==> config.mk <==
export PLATFORM = sky130hd
export DESIGN_NAME = vlan_tag_editor
export DESIGN_NICKNAME = d
export VERILOG_FILES = /design/src/rtl/vlan_tag_editor.sv
export SDC_FILE = /design/constraint.sdc
export NUM_CORES = 1
export LEC_CHECK = 0
export CAP_MARGIN = 20
export CORE_MARGIN = 2
export CORE_UTILIZATION = 35
export CTS_CLUSTER_SIZE = 25
export DETAILED_ROUTE_END_ITERATION = 16
export PLACE_DENSITY = 0.6
export SLEW_MARGIN = 20
export SYNTH_ARGS = -nofsm -noshare
export SYNTH_HDL_FRONTEND = slang
export SYNTH_SLANG_ARGS = --single-unit
==> constraint.sdc <==
create_clock -name clk -period 3.1 [get_ports clk]
set_input_delay 0.93 -clock clk [delete_from_list [all_inputs] [get_ports clk]]
set_output_delay 0.93 -clock clk [all_outputs]
set_load 0.03 [all_outputs]
==> src/rtl/vlan_tag_editor.sv <==
module vlan_tag_editor #(
  parameter int NPORTS = 5,
  parameter logic [15:0] TPID = 16'h8100,
  localparam int PW = (NPORTS > 1) ? $clog2(NPORTS) : 1
) (
  input  logic                   clk,
  input  logic                   rst_n,
  input  logic                   s_valid,
  output logic                   s_ready,
  input  logic [7:0]             s_data,
  input  logic                   s_sof,
  input  logic                   s_eof,
  input  logic [PW-1:0]          s_src_port,
  input  logic                   s_tagged,
  input  logic                   cfg_ins_en,
  input  logic                   cfg_rm_en,
  input  logic [NPORTS-1:0]      cfg_src_mask,
  input  logic [16*NPORTS-1:0]   cfg_def_tci,
  output logic                   m_valid,
  input  logic                   m_ready,
  output logic [7:0]             m_data,
  output logic                   m_sof,
  output logic                   m_eof
);
  localparam int HDR = 12;
  localparam int IW = $clog2(HDR + 5);
  localparam logic [IW-1:0] IMAX = IW'(HDR + 4);
  localparam logic [31:0] RPOLY = 32'hEDB88320;

  typedef enum logic [1:0] {ST_BODY, ST_TAG, ST_TRL} st_t;

  st_t             st;
  logic [3:0][7:0] dly;
  logic [2:0]      dcnt;
  logic [IW-1:0]   ridx;
  logic [1:0]      k;
  logic [31:0]     crc;
  logic            mode_ins, mode_rm;
  logic [15:0]     tci_q;
  logic [15:0]     sel_tci;
  logic            sel_ok;

  function automatic logic [31:0] crc_step(input logic [31:0] c, input logic [7:0] b);
    logic [31:0] r;
    r = c ^ {24'd0, b};
    for (int i = 0; i < 8; i++) r = r[0] ? ((r >> 1) ^ RPOLY) : (r >> 1);
    return r;
  endfunction

  always_comb begin
    sel_tci = '0;
    sel_ok  = 1'b0;
    for (int p = 0; p < NPORTS; p++)
      if (s_src_port == PW'(p)) begin
        sel_tci = cfg_def_tci[16*p +: 16];
        sel_ok  = cfg_src_mask[p];
      end
  end

  wire full  = (dcnt == 3'd4);
  wire drop  = mode_rm && (ridx >= IW'(HDR)) && (ridx < IMAX);
  wire regen = mode_ins | mode_rm;
  wire [31:0] fcs = ~crc;
  wire [7:0] tag_byte = (k == 2'd0) ? TPID[15:8] : (k == 2'd1) ? TPID[7:0] :
                        (k == 2'd2) ? tci_q[15:8] : tci_q[7:0];
  wire [7:0] trl_byte = regen ? fcs[8*k +: 8] : dly[k];

  always_comb begin
    s_ready = 1'b0;
    m_valid = 1'b0;
    m_data  = dly[0];
    m_sof   = 1'b0;
    m_eof   = 1'b0;
    case (st)
      ST_BODY: begin
        s_ready = !full || drop || m_ready;
        m_valid = s_valid && full && !drop;
        m_sof   = (ridx == '0);
      end
      ST_TAG: begin
        m_valid = 1'b1;
        m_data  = tag_byte;
      end
      default: begin
        m_valid = 1'b1;
        m_data  = trl_byte;
        m_eof   = (k == 2'd3);
      end
    endcase
  end

  wire acc = s_valid && s_ready;
  wire mo  = m_valid && m_ready;

  always_ff @(posedge clk or negedge rst_n) begin
    if (!rst_n) begin
      st       <= ST_BODY;
      dly      <= '0;
      dcnt     <= '0;
      ridx     <= '0;
      k        <= '0;
      crc      <= '1;
      mode_ins <= 1'b0;
      mode_rm  <= 1'b0;
      tci_q    <= '0;
    end else begin
      case (st)
        ST_BODY: if (acc) begin
          if (s_sof) begin
            mode_ins <= cfg_ins_en && !s_tagged && sel_ok;
            mode_rm  <= cfg_rm_en && s_tagged;
            tci_q    <= sel_tci;
          end
          if (full) begin
            dly <= {s_data, dly[3], dly[2], dly[1]};
            if (ridx != IMAX) ridx <= ridx + 1'b1;
            if (!drop) crc <= crc_step(crc, dly[0]);
            if (mode_ins && ridx == IW'(HDR - 1) && !s_eof) begin
              st <= ST_TAG;
              k  <= '0;
            end
          end else begin
            dly[dcnt[1:0]] <= s_data;
            dcnt <= dcnt + 1'b1;
          end
          if (s_eof) begin
            st <= ST_TRL;
            k  <= '0;
          end
        end
        ST_TAG: if (mo) begin
          crc <= crc_step(crc, tag_byte);
          k   <= k + 1'b1;
          if (k == 2'd3) st <= ST_BODY;
        end
        default: if (mo) begin
          k <= k + 1'b1;
          if (k == 2'd3) begin
            st   <= ST_BODY;
            dcnt <= '0;
            ridx <= '0;
            crc  <= '1;
          end
        end
      endcase
    end
  end
endmodule

After elaboration in Yosys (flattened, before gate mapping) --
Index checks and enable logic that the tools add are counted.
Storage, ports and cells: ROM bits 0, input port bits 105, memories 0, latch bits 0, output and inout bits 12, RAM bits 0, register bits 94, logic and storage cells 166
Operators by class: multiply operators 0, mux-type cells 72, $lt $le $gt $ge 5, bitwise operators 21, add/subtract/negate cells 3, eq/ne operators 19, reduce and logical (&&, ||, !) cells 33, shifts and indexed selects 1, divide/modulo/power cells 0
Operators with widths (number):
- $mux 32 | 23
- $not 13->14 | 16
- $mux 16 | 5
- $pmux 32 s2 | 1
- $xor 32x8->32 | 2
- $mux 8 | 6
- $bwmux 32 | 1
- $not 32->32 | 1
- $shiftx 32x6->8 | 1
- $mux 2 | 13
- $mux 5 | 5
- $bmux 8 s2 | 1
- $demux 8 s2 | 1
- $pmux 8 s2 | 1
- $logic_and 1x1->1 | 12
- $mux 3 | 4
- $ne 2x2->1 const B | 6
- $reduce_and 6->1 | 2
- $pmux 5 s2 | 1
- $reduce_and 5->1 | 2
- $mux 1 | 9
- $eq 3x2->1 const B | 2
- $eq 3x3->1 const B | 2
- $lt 2x3->1 const B | 2
- other kinds (26) | 35

Depth between registers and ports, before layout --
depth in word-level cells 23, gate-level depth with buffers 12, mapped depth without buffers 9

Worst setup path before layout --
No wires, ideal clock.
path type register -> output, start reg k[0], end out m_data[0], arrival 2858 ps, data required time 2170 ps, path buffers 3, slack -688 ps, stages on the path, launching flop included 10, path through dfrtp_1 -> clkbuf_1 -> clkbuf_1 -> inv_1 -> ha_1 -> buf_6 -> mux2i_1 -> a21oi_2 -> mux2i_1 -> o21ai_0
On the way: longest elaborated chain between the ends 5, elaborated cells on any way between the ends 11, classes of those cells eq/ne (2); shift (1); mux (7); reduce/logical (1)
RTL lines:
- start: declaration | line 36 | logic [1:0] k;
- start signal: assignment | line 133 | k <= k + 1'b1;
- start signal: assignment | line 137 | k <= k + 1'b1;
- branches (longest 4 deep; another with $shiftx 32x6->8)
- $pmux 8 s2 (*) | line 74 | case (st)
- end: declaration | line 21 | output logic [7:0] m_data,
Every way passes the cells marked *. The select of a mux whose other input is x is not followed.

Worst setup path after layout --
start reg k[0], end out m_data[5]
The elaborated chain is that of the path after synthesis.

==> metrics.csv <==
stage,metric,value,unit
outcome,status,finished clean,
cts,clock_tree_from_tritoncts,built,
min_path,holdCritStartpoint,mode_rm,
timing,min_period,3.05,ns
die,std_cell_rows,52,
drt,drtIter0Drc,390,
global_routing,globalRouteOverflowTotal,0,
placement,detailedPlacementHpwl,15600,um
drt,firstDrtPassIters,5,
cts,clk-insertion-delay-late,0.36,ns
critical_path,critical_path.cell_chain,"buf_4, ha_1, or2_4, buf_8, nor3_2, a21oi_1, o21ai_2, buf_6",
cts,hold_buffers,0,
synth,dominantRegCellSynth,sky130_fd_sc_hd__dfrtp_1,
drt,vias,5710,
drt,vias_per_inst,5.25,
final_layout,design.final.nets,928,
cts,numCtsBuffers,9,
die,pin_count,117,
die,die-height,148,um
cts,cts_buffer_depth,2,
timing,slew_viol_final,0,
critical_path,critPathMaxStageDelay,0.38,ns
critical_path,critical_path.endpoint_type,output pin,
min_path,hp-class,reg2reg,
cts,cts.reportedPaths.clkPinSlew,0.07,ns
synth,ys_types,62,
critical_path,timing.critical_path.fanout_max,12,
synth,synthMostInstantiatedCell,sky130_fd_sc_hd__nor2_1,
critical_path,startpoint,k[0],
drt,routed_wire_per_std_cell,19.3,um
timing,post-route-period-util,98.5,%
timing,tightestPinTransition,0.716,ns
global_routing,antenna_found_initial,0,
timing,relSlewSlack,52.0,%
die,dieWidth,148,um
drt,final_ant_viol_nets,0,
drt,drc_markers,0,
synth,syn-num-nets,802,
cts,cts_root_buffer,sky130_fd_sc_hd__clkbuf_16,
die,floorplan.initialDensity,35.8,%
synth,synth.largest_area_cell,sky130_fd_sc_hd__dfrtp_1,
placement,port_buffers,116,
synth,synth.avg_cell_area,10.6,um^2
die,dieArea,22000,um^2
timing,setup_viol_count_final,0,
synth,syn_inst,687,
critical_path,crit_required,2.17,ns
synth,synth_top_cells_by_area,"sky130_fd_sc_hd__dfrtp_1 (21%), sky130_fd_sc_hd__dfstp_2 (12%), sky130_fd_sc_hd__mux4_2 (9.9%)",
synth,seq_area_frac_synth,32.8,%
critical_path,critPathLaunchType,register,
synth,synth_commonest_cells,"sky130_fd_sc_hd__nor2_1 (111), sky130_fd_sc_hd__dfrtp_1 (62), sky130_fd_sc_hd__xnor2_1 (58)",
synth,yosys_warn_count,0,
synth,postSynthRegisterBits,94,
final_layout,antenna_cells_inserted,0,
cts,clkSinkCount,94,
critical_path,timing.rr.start,k[0],
critical_path,worstPathArrival,2.12,ns
timing,hold_vio_cnt_final,0,
synth,synth_edf_count,0,
flow_run,drv.max_cap_violation_count,0,
drt,overall_routed_net_length,21000,um
global_routing,grt_start_max_net_pins,46,
synth,async_reset_ff_share,100,%
final_layout,flow.area_growth_from_synthesis,27.7,%
synth,synth.top_cell.area_share,21.3,%
global_routing,global_route.usage.total,19.7,%
final_layout,final_layout_size_suffix_gt1_share,24.6,%
cts,cts_htree_levels,3,
critical_path,critPathKind,reg2out,
timing,clock.fmax,327,MHz
synth,synth_area,7290,um^2
global_routing,grt_pass1_wl,33400,um
placement,gp_congestion,0.885,
global_routing,first_global_vias,5828,
critical_path,worst_path_max_delay_cell,sky130_fd_sc_hd__dfrtp_1,
timing,final.setup.tns,0,ns
timing,skew_final,0.0101,ns
die,core,20400,um^2
[kinds of logic after synthesis]
group | after synthesis | synth area share [%]
multiplexers | 63 | 14.8
flip-flops | 94 | 32.8
AND/OR/NAND/NOR | 179 | 10.4
AO/OA/AOI/OAI | 157 | 13.7
buffers and inverters | 54 | 3.54
adder cells (fa/ha/maj) | 10 | 1.72
XOR/XNOR | 130 | 23.0
[through the flow]
step / util [%] / cells / setup slack, ns / hold slack, ns / area [um^2]
4_1_cts: 45.5 / 1086 / 0.00602 / 0.519 / 9260
2_1_floorplan: - / 687 / 0.0112 / 0.453 / 7320
5_1_grt: 45.7 / 1088 / -0.0132 / 0.546 / 9300
3_5_place_dp: 43.7 / 1068 / 0.150 / 0.507 / 8890
6_report: 45.7 / 1088 / 0.0464 / 0.520 / 9300
3_3_place_gp: 43.7 / 1068 / 0.162 / 0.504 / 8890
[per-layer routing]
metal | track usage, % | share of wire, %
met2 | 33.4 | 50
met5 | 0 | 0
met4 | 5.05 | 1.6
met3 | 2.70 | 4.1
met1 | 26.8 | 44
[final timing paths]
check	to	cells past startpoint	slack (ns)
hold / removal	mode_rm	2	0.52
max in group asynchronous	crc[29]	2	1.78
setup reg to reg	crc[23]	10	0.33
min in group asynchronous	dly[25]	1	0.56
setup / recovery	m_data[5]	8	0.05
hold reg to reg	mode_rm	2	0.52
[worst max-delay path: cells and delay by family, from the launching register on]
kind / cells / cell delay (ns)
buffers and inverters: 3 / 0.47
AND/OR/NAND/NOR: 2 / 0.41
flip-flops: 1 / 0.38
AO/OA/AOI/OAI: 2 / 0.30
adder cells (fa/ha/maj): 1 / 0.20
[layout make-up]
class,count,area (um^2)
sequential,94,2390
multi-input combinational,539,4720
tap,270,338
timing repair buffer,157,1510
fill,1898,11100
clock inverter,7,66.3
clock buffer,9,225
inverter,12,45.0
[state kept, by name, summed over array words and instances, names as in the netlist]
signal / cells
crc: 32
dly: 32
tci_q: 16
ridx: 5
dcnt: 3
k: 2
st: 2
mode_ins: 1
mode_rm: 1
[cell usage in the layout (no fill, tap or decap), drive strengths merged, types with 3 or more instances in the layout]
cell and instances:
o22ai 20, a21o 3, a21oi 58, mux4 33, buf 53, nand2 31
or2 4, o21ai 20, xnor3 14, dfstp 32, o211ai 8, a31oi 6
mux2 9, a221oi 18, o22a 7, xor3 3, clkdlybuf4s50 103, nand3 7
clkinv 4, xor2 29, nor2 114, nor3 10, inv 14, a211oi 4
dfrtp 62, ha 10, and2 4, clkbuf 10, mux2i 21, xnor2 84
o21a 5
[repair_timing]
| item | 4_1_cts | 5_1_grt |
|---|---|---|
| endpoints found under the setup margin | 7 | 8 |
| buffers inserted | 2 | 2 |
| resized for setup | 14 | 12 |
| pin swaps | 0 | 1 |
Power is not shown: default switching activity piles up to over one toggle a cycle in this logic, so the estimate is an artifact.
